$ cat config.mk
export PLATFORM = sky130hd
export DESIGN_NAME = i2s_autoclk_tx
export DESIGN_NICKNAME = d
export VERILOG_FILES = /design/src/rtl/i2s_autoclk_tx.sv
export SDC_FILE = /design/constraint.sdc
export NUM_CORES = 1
export LEC_CHECK = 0
export BUFFER_PORTS_ARGS = -buffer_cell sky130_fd_sc_hd__buf_2
export CORE_UTILIZATION = 41
export CTS_CLUSTER_DIAMETER = 120
export DETAILED_ROUTE_END_ITERATION = 7
export PLACE_DENSITY = 0.61
export SETUP_SLACK_MARGIN = 0.05
export SKIP_CTS_REPAIR_TIMING = 1
export SLEW_MARGIN = 20
export SYNTH_ARGS = -nofsm -noshare
export SYNTH_HDL_FRONTEND = slang
export SYNTH_SLANG_ARGS = --single-unit
$ cat constraint.sdc
create_clock -name mclk -period 2.9 [get_ports mclk]
set_input_delay 0.435 -clock mclk [delete_from_list [all_inputs] [get_ports mclk]]
set_output_delay 0.435 -clock mclk [all_outputs]
set_load 0.005 [all_outputs]
$ cat src/rtl/i2s_autoclk_tx.sv
module i2s_autoclk_tx #(
  parameter int W   = 24,
  parameter int HI  = 256,
  parameter int LO  = 128,
  parameter int TOL = 8,
  parameter int CW  = 10
) (
  input  logic         mclk,
  input  logic         rst_n,
  input  logic         lrclk,
  input  logic         smp_valid,
  input  logic [W-1:0] smp_left,
  input  logic [W-1:0] smp_right,
  output logic         sdata,
  output logic         unlocked
);
  localparam logic [CW-1:0] CMAX   = '1;
  localparam logic [CW:0]   HI_MIN = (CW+1)'(HI - TOL);
  localparam logic [CW:0]   HI_MAX = (CW+1)'(HI + TOL);
  localparam logic [CW:0]   LO_MIN = (CW+1)'(LO - TOL);
  localparam logic [CW:0]   LO_MAX = (CW+1)'(LO + TOL);
  localparam logic [4:0]    WL     = 5'(W);

  logic          lr_q1, lr_q2;
  logic [CW-1:0] cnt;
  logic [7:0]    hc;
  logic [1:0]    code, prev_code;
  logic          locked, mode_lo;
  logic [W-1:0]  pend_l, pend_r, act_l, act_r, wsel;
  logic [CW:0]   meas;
  logic [4:0]    slot;
  logic          in_half, nxt;

  wire lr_edge = lr_q1 ^ lr_q2;
  wire fall    = lr_q2 & ~lr_q1;

  assign meas = {1'b0, cnt} + 1'b1;
  assign code = (meas >= HI_MIN && meas <= HI_MAX) ? 2'd1 :
                (meas >= LO_MIN && meas <= LO_MAX) ? 2'd2 : 2'd0;
  assign slot    = mode_lo ? hc[5:1] : hc[6:2];
  assign in_half = mode_lo ? (hc[7:6] == 2'b00) : ~hc[7];
  assign wsel    = lr_q2 ? act_r : act_l;
  assign unlocked = ~locked;

  always_comb begin
    nxt = 1'b0;
    if (locked && in_half && slot >= 5'd1 && slot <= WL)
      nxt = wsel[WL - slot];
  end

  always_ff @(posedge mclk or negedge rst_n) begin
    if (!rst_n) begin
      lr_q1 <= 1'b0;  lr_q2 <= 1'b0;
      cnt <= '0;      hc <= '0;
      prev_code <= '0; locked <= 1'b0; mode_lo <= 1'b0;
      pend_l <= '0;   pend_r <= '0;
      act_l <= '0;    act_r <= '0;
      sdata <= 1'b0;
    end else begin
      lr_q1 <= lrclk;
      lr_q2 <= lr_q1;
      if (fall) cnt <= '0;
      else if (cnt != CMAX) cnt <= cnt + 1'b1;
      if (lr_edge) hc <= '0;
      else if (hc != 8'hFF) hc <= hc + 1'b1;
      if (fall) begin
        locked    <= (code != 2'd0) && (code == prev_code);
        mode_lo   <= (code == 2'd2);
        prev_code <= code;
      end else if ({1'b0, cnt} > HI_MAX) begin
        locked <= 1'b0;
      end
      if (smp_valid) begin
        pend_l <= smp_left;
        pend_r <= smp_right;
      end
      if (fall) begin
        act_l <= pend_l;
        act_r <= pend_r;
      end
      sdata <= nxt;
    end
  end

  assert_idle_unlocked_R8: assert property (@(posedge mclk) disable iff (!rst_n)
    !locked |=> !sdata);
  assert_lock_on_edge_R4: assert property (@(posedge mclk) disable iff (!rst_n)
    $rose(locked) |-> $past(fall));
  assert_word_hold_R7: assert property (@(posedge mclk) disable iff (!rst_n)
    !fall |=> ($stable(act_l) && $stable(act_r)));
  assert_gap_zero_R5: assert property (@(posedge mclk) disable iff (!rst_n)
    (slot == 5'd0 || slot > WL) |=> !sdata);
endmodule

Yosys cells after proc, flatten, opt, wreduce, memory -nomap -nowiden
Cells that the tools add are included.
{"block": "op_classes", "reduce_logical": 11, "n_bitwise": 5, "eq_ne": 4, "addsub": 4, "n_mux": 14, "n_lt_le_gt_ge": 8}
{"op": "two-way mux 24 bit", "n": 1}
{"op": "two-way mux 10 bit", "n": 2}
{"op": "two-way mux 8 bit", "n": 2}
{"op": "adder 10 x 1 -> 11 bit, second input constant", "n": 1}
{"op": ">= comparator 11 x 7 -> 1 bit, second input constant", "n": 1}
{"op": ">= comparator 11 x 8 -> 1 bit, second input constant", "n": 1}
{"op": "<= comparator 11 x 8 -> 1 bit, second input constant", "n": 1}
{"op": "<= comparator 11 x 9 -> 1 bit, second input constant", "n": 1}
{"op": "adder 10 x 1 -> 10 bit, second input constant", "n": 1}
{"op": "greater-than comparator 10 x 9 -> 1 bit, second input constant", "n": 1}
{"op": "!= test 10 bit, second input constant", "n": 1}
{"op": "adder 8 x 1 -> 8 bit, second input constant", "n": 1}
{"op": "!= test 8 bit, second input constant", "n": 1}
{"op": "nonzero test 2 bit", "n": 4}
{"op": "logical AND 1 bit", "n": 6}
{"op": "less-than comparator 5 x 6 -> 1 bit, second input constant", "n": 1}
{"op": "binary-select mux 1 bit (select 5 bit)", "n": 1}
{"op": ">= comparator 5 x 1 -> 1 bit, second input constant", "n": 1}
{"op": "<= comparator 5 bit, second input constant", "n": 1}
{"op": "two-way mux 1 bit", "n": 5}
{"op": "two-way mux 5 bit", "n": 1}
{"op": "subtractor 5 bit, first input constant", "n": 1}
{"op": "two-way mux 2 bit", "n": 2}
{"op": "inverter 1 bit", "n": 3}
{"op": "other kinds (5)", "n": 5}
{"block": "totals", "regBits": 121, "wordCells": 58, "output_inout_bits": 2}

Depth between registers and ports, before layout
{"block": "logic_depth", "ltp_word": 8, "ltp_mapped": 11, "ltp_nobuf": 9}

Worst setup path after synthesis
No wires, ideal clock.
{"block": "synth_path", "path_type": "flip-flop to flip-flop", "startpoint": "register prev_code[1] (netlist name)", "endpoint": "register sdata", "period_less_slack_ns": 2.722, "arrival_ns": 2.585, "slack_ns": 0.178, "setup_time_ns": 0.137, "t_required_ns": 2.763, "path_stages_with_launch": 11, "cell_sequence": "dfrtp_1 > buf_6 > mux2i_4 > buf_8 > ha_1 > clkbuf_1 > mux4_1 > nand2_1 > nand2_1 > a2111oi_0 > nor4_1"}
{"element": "to (signal assigned)", "line_no": "81", "source": "sdata <= nxt;"}
{"element": "to (decl)", "line_no": "14", "source": "output logic sdata,"}

Final worst setup path
{"block": "layout_path", "startpoint": "register hc[3]", "endpoint": "register sdata"}
{"block": "layout_via", "elab_chain_cells": 5}
{"element": "from (decl)", "line_no": "26", "source": "logic [7:0] hc;"}
{"element": "from (signal assigned)", "line_no": "65", "source": "else if (hc != 8'hFF) hc <= hc + 1'b1;"}
{"element": "two-way mux 5 bit (*)", "line_no": "40", "source": "assign slot = mode_lo ? hc[5:1] : hc[6:2];"}
{"element": "subtractor 5 bit or >= comparator 5 x 1 -> 1 bit (tied branches)", "line_no": "48, 47"}
{"element": "binary-select mux 1 bit (select 5 bit) or logical AND 1 bit (tied branches)", "line_no": "48, 47"}
{"element": "two-way mux 1 bit (not written as such) or logical AND 1 bit (tied branches)", "line_no": "48, 47"}
{"element": "two-way mux 1 bit (*)", "line_no": "47", "source": "if (locked && in_half && slot >= 5'd1 && slot <= WL)"}
{"element": "named net nxt", "line_no": "32", "source": "logic in_half, nxt;"}
The timed path passes the listed nets; every way through them passes the cells marked *. The select of a mux whose other input is x is not followed.
A chain may end at the register's enable or synchronous reset.

==> results.toml <==
[logic_synthesis]
ys_warn_count = 0
synth_nets = 472
yosys-top-cells-area = "dfrtp_1, mux2_2, mux4_1"
synth_compound_area_frac = 0.0512
synth_cell_types = 51
synth.area.mux_share = 0.269
synth_top_family_by_area = "multiplexers"
netlist_instances = 413
yosysMostFrequentCell = "dfrtp_1"
postSynthAreaPerCell_um2 = 13.4
synth_commonest_cells = "dfrtp_1, mux2_2, nor2_1"
synth-seq-cells = 120
synth_edf_count = 0
async_flop_share = 1.00
synth_area_um2 = 5540
synth_top_area_frac = 0.542
synth_ff_type = "dfrtp_1"
yosys.area_share.simple = 0.0707
synth_seq_area_share = 0.542
synthAdderAreaFrac = 0.0158
yosys.area.top_type = "dfrtp_1"
synthXorXnorAreaFrac = 0.0203

[critical_path]
arrival_ns = 2.85
critical_path_class = "flop to flop"
required_ns = 3.18
path_max_fanout = 12
cp-start-kind = "flop"
cp_slowest_cell = "mux4_1"
critPathMostFrequentCell = "nand2_1"
crit_path_max_incr_delay_ns = 0.60
critPathBufInv = 0
path_cells = "mux2i_1 > ha_1 > mux4_1 > nand2_1 > nand2_1 > a2111oi_0 > nor4_1"
critPathCaptureType = "flop"
crit_family = "multiplexers"

[placed_design]
port_buffers = 53
post-place-ws_ns = 0.328
hpwlAfterDp_mm = 6.90
place.gp.congestion = 0.855

[detailed_routing]
final_antenna_net_count = 0
wl_mm = 10.3
num_vias = 3454
drc = 0
wl_per_cell_um = 15.8
via_per_inst = 5.28
dr.pass1.iters = 4
drt_iter0_markers = 166

[die]
row_count = 42
start_util = 0.420
io_pins = 54
die-area_um2 = 14000
fp.dieW_um = 118
die_h_um = 118
core_area_um2 = 13200

[global_routing]
grt.overflow.total = 0
first_global_vias = 3612
grt_max_degree = 121
grt_use_total = 0.167
grt-busiest-layer = "met2"
grt.met2_usage = 0.259
antenna_found_initial = 0
grtUsageMet1 = 0.220
grt_use_met3 = 0.0439
grt_pass1_wl_mm = 18.1

[sta]
finalMaxSlewViolations = 0
tns_ns = 0
fmax_ghz = 0.390
setup_viol = 0
holdWs_ns = 0.0838
slew_headroom = 0.564
fin_crit_sh = 0.885
rsz0062_at_grt = "no"
fin_crit_ns = 2.57
hold_viol_final = 0
clock_skew_ns = 0.00982
tightest_slew_ns = 0.654
fin_ws_ns = 0.334

[min_path]
hp-class = "primary input to async pin"

[clocking]
htreeDepth = 4
clockBufferDepth = 2
clk_latency_ns = 0.41
cts_buffers = 17
clk_pin_slew_ns = 0.05
cts_tree = "yes"
clkSinkCount = 120
cts-root-buf = "clkbuf_16"

[pwr]
cellPowerDensity_nw_per_um2 = 713
worst_ir_drop_vdd_v = 0.000420
leakage_nw = 2.91

[job]
maxCapViolCount = 0

[final_layout]
fin_nets = 526
antenna_cells = 0
drive_gt1_frac = 0.404
area_delta_synth_final_pct = 18.2

[run_status]
outcome = "completed"
==> where the power goes <==
part           internal (W)  switching (W)
Clock               0.00132       0.000713
Sequential          0.00190       0.000159
Combinational      0.000339       0.000238
Total               0.00356        0.00111
==> logic make-up (layout without fill, tap and decap cells) <==
| group | Yosys count | after routing |
|---|---|---|
| adder cells (fa/ha/maj) | 7 | 7 |
| AND/OR/NAND/NOR | 76 | 76 |
| multiplexers | 119 | 119 |
| buffers and inverters | 39 | 104 |
| XOR/XNOR | 12 | 12 |
| AO/OA/AOI/OAI | 40 | 40 |
| flip-flops | 120 | 120 |
==> metal layers <==
metal,vias to the layer above,part of all wire
met2,67,0.48
met3,14,0.036
met5,-,0
li1,1612,-
met1,1761,0.47
met4,0,0.019
==> stage by stage <==
| stage | area (µm²) | std cells | util | power [W] |
|---|---|---|---|---|
| floorplan | 5540 | 413 | - | 0.00247 |
| global placement | 5980 | 624 | 0.453 | 0.00265 |
| detailed placement | 5980 | 624 | 0.453 | 0.00267 |
| CTS | 6550 | 654 | 0.497 | 0.00473 |
| global route | 6550 | 654 | 0.497 | 0.00489 |
| finish | 6550 | 654 | 0.497 | 0.00467 |
==> flip-flops by register name (all words and copies together) (netlist names) <==
signal     flops
act_l         24
prev_code      2
hc             8
act_r         24
cnt           10
pend_l        24
sdata          1
lr_q2          1
locked         1
lr_q1          1
pend_r        24
==> worst register-to-register path, stage by stage, from the launching register on <==
cell and delay (ns):
dfrtp_1 0.55, mux2i_1 0.16, ha_1 0.47, mux4_1 0.60, nand2_1 0.09, nand2_1 0.07
a2111oi_0 0.40, nor4_1 0.11
==> cell usage in the layout, fill, tap and decap left out, drive strengths merged, types with 3 or more instances in the layout <==
cell type / synthesis / layout
a2111oi: 3 / 3
a211oi: 4 / 4
a21oi: 9 / 9
and3: 5 / 5
buf: 10 / 60
clkbuf: 15 / 23
clkinv: 0 / 4
dfrtp: 120 / 120
ha: 7 / 7
inv: 14 / 14
mux2: 97 / 97
mux2i: 11 / 11
mux4: 11 / 11
nand2: 14 / 14
nand2b: 3 / 3
nand3: 8 / 8
nand3b: 3 / 3
nand4: 4 / 4
nor2: 20 / 20
nor2b: 3 / 3
nor4: 4 / 4
o21ai: 7 / 7
o22ai: 3 / 3
xnor2: 8 / 8
xor2: 4 / 4
==> area by class of cell <==
type / count / area, µm²
Fill cell: 1156 / 6640
Sequential cell: 120 / 3000
Multi-Input combinational cell: 254 / 2370
Clock buffer: 23 / 478
Timing Repair Buffer: 60 / 333
Tap cell: 176 / 220
Clock inverter: 7 / 95.1
Inverter: 14 / 52.6
==> final timing paths <==
path                        from         to  slack, ns  cells past startpoint
max in group asynchronous  rst_n  act_r[18]       2.30                      2
setup / recovery           hc[3]      sdata       0.33                      7
min in group mclk          lrclk      lr_q1       0.14                      1
hold / removal             rst_n     cnt[6]       0.08                      2
hold reg to reg            lr_q1      lr_q2       0.40                      0
setup reg to reg           hc[3]      sdata       0.33                      7
No activity file was read; power rests on OpenSTA's default activity.
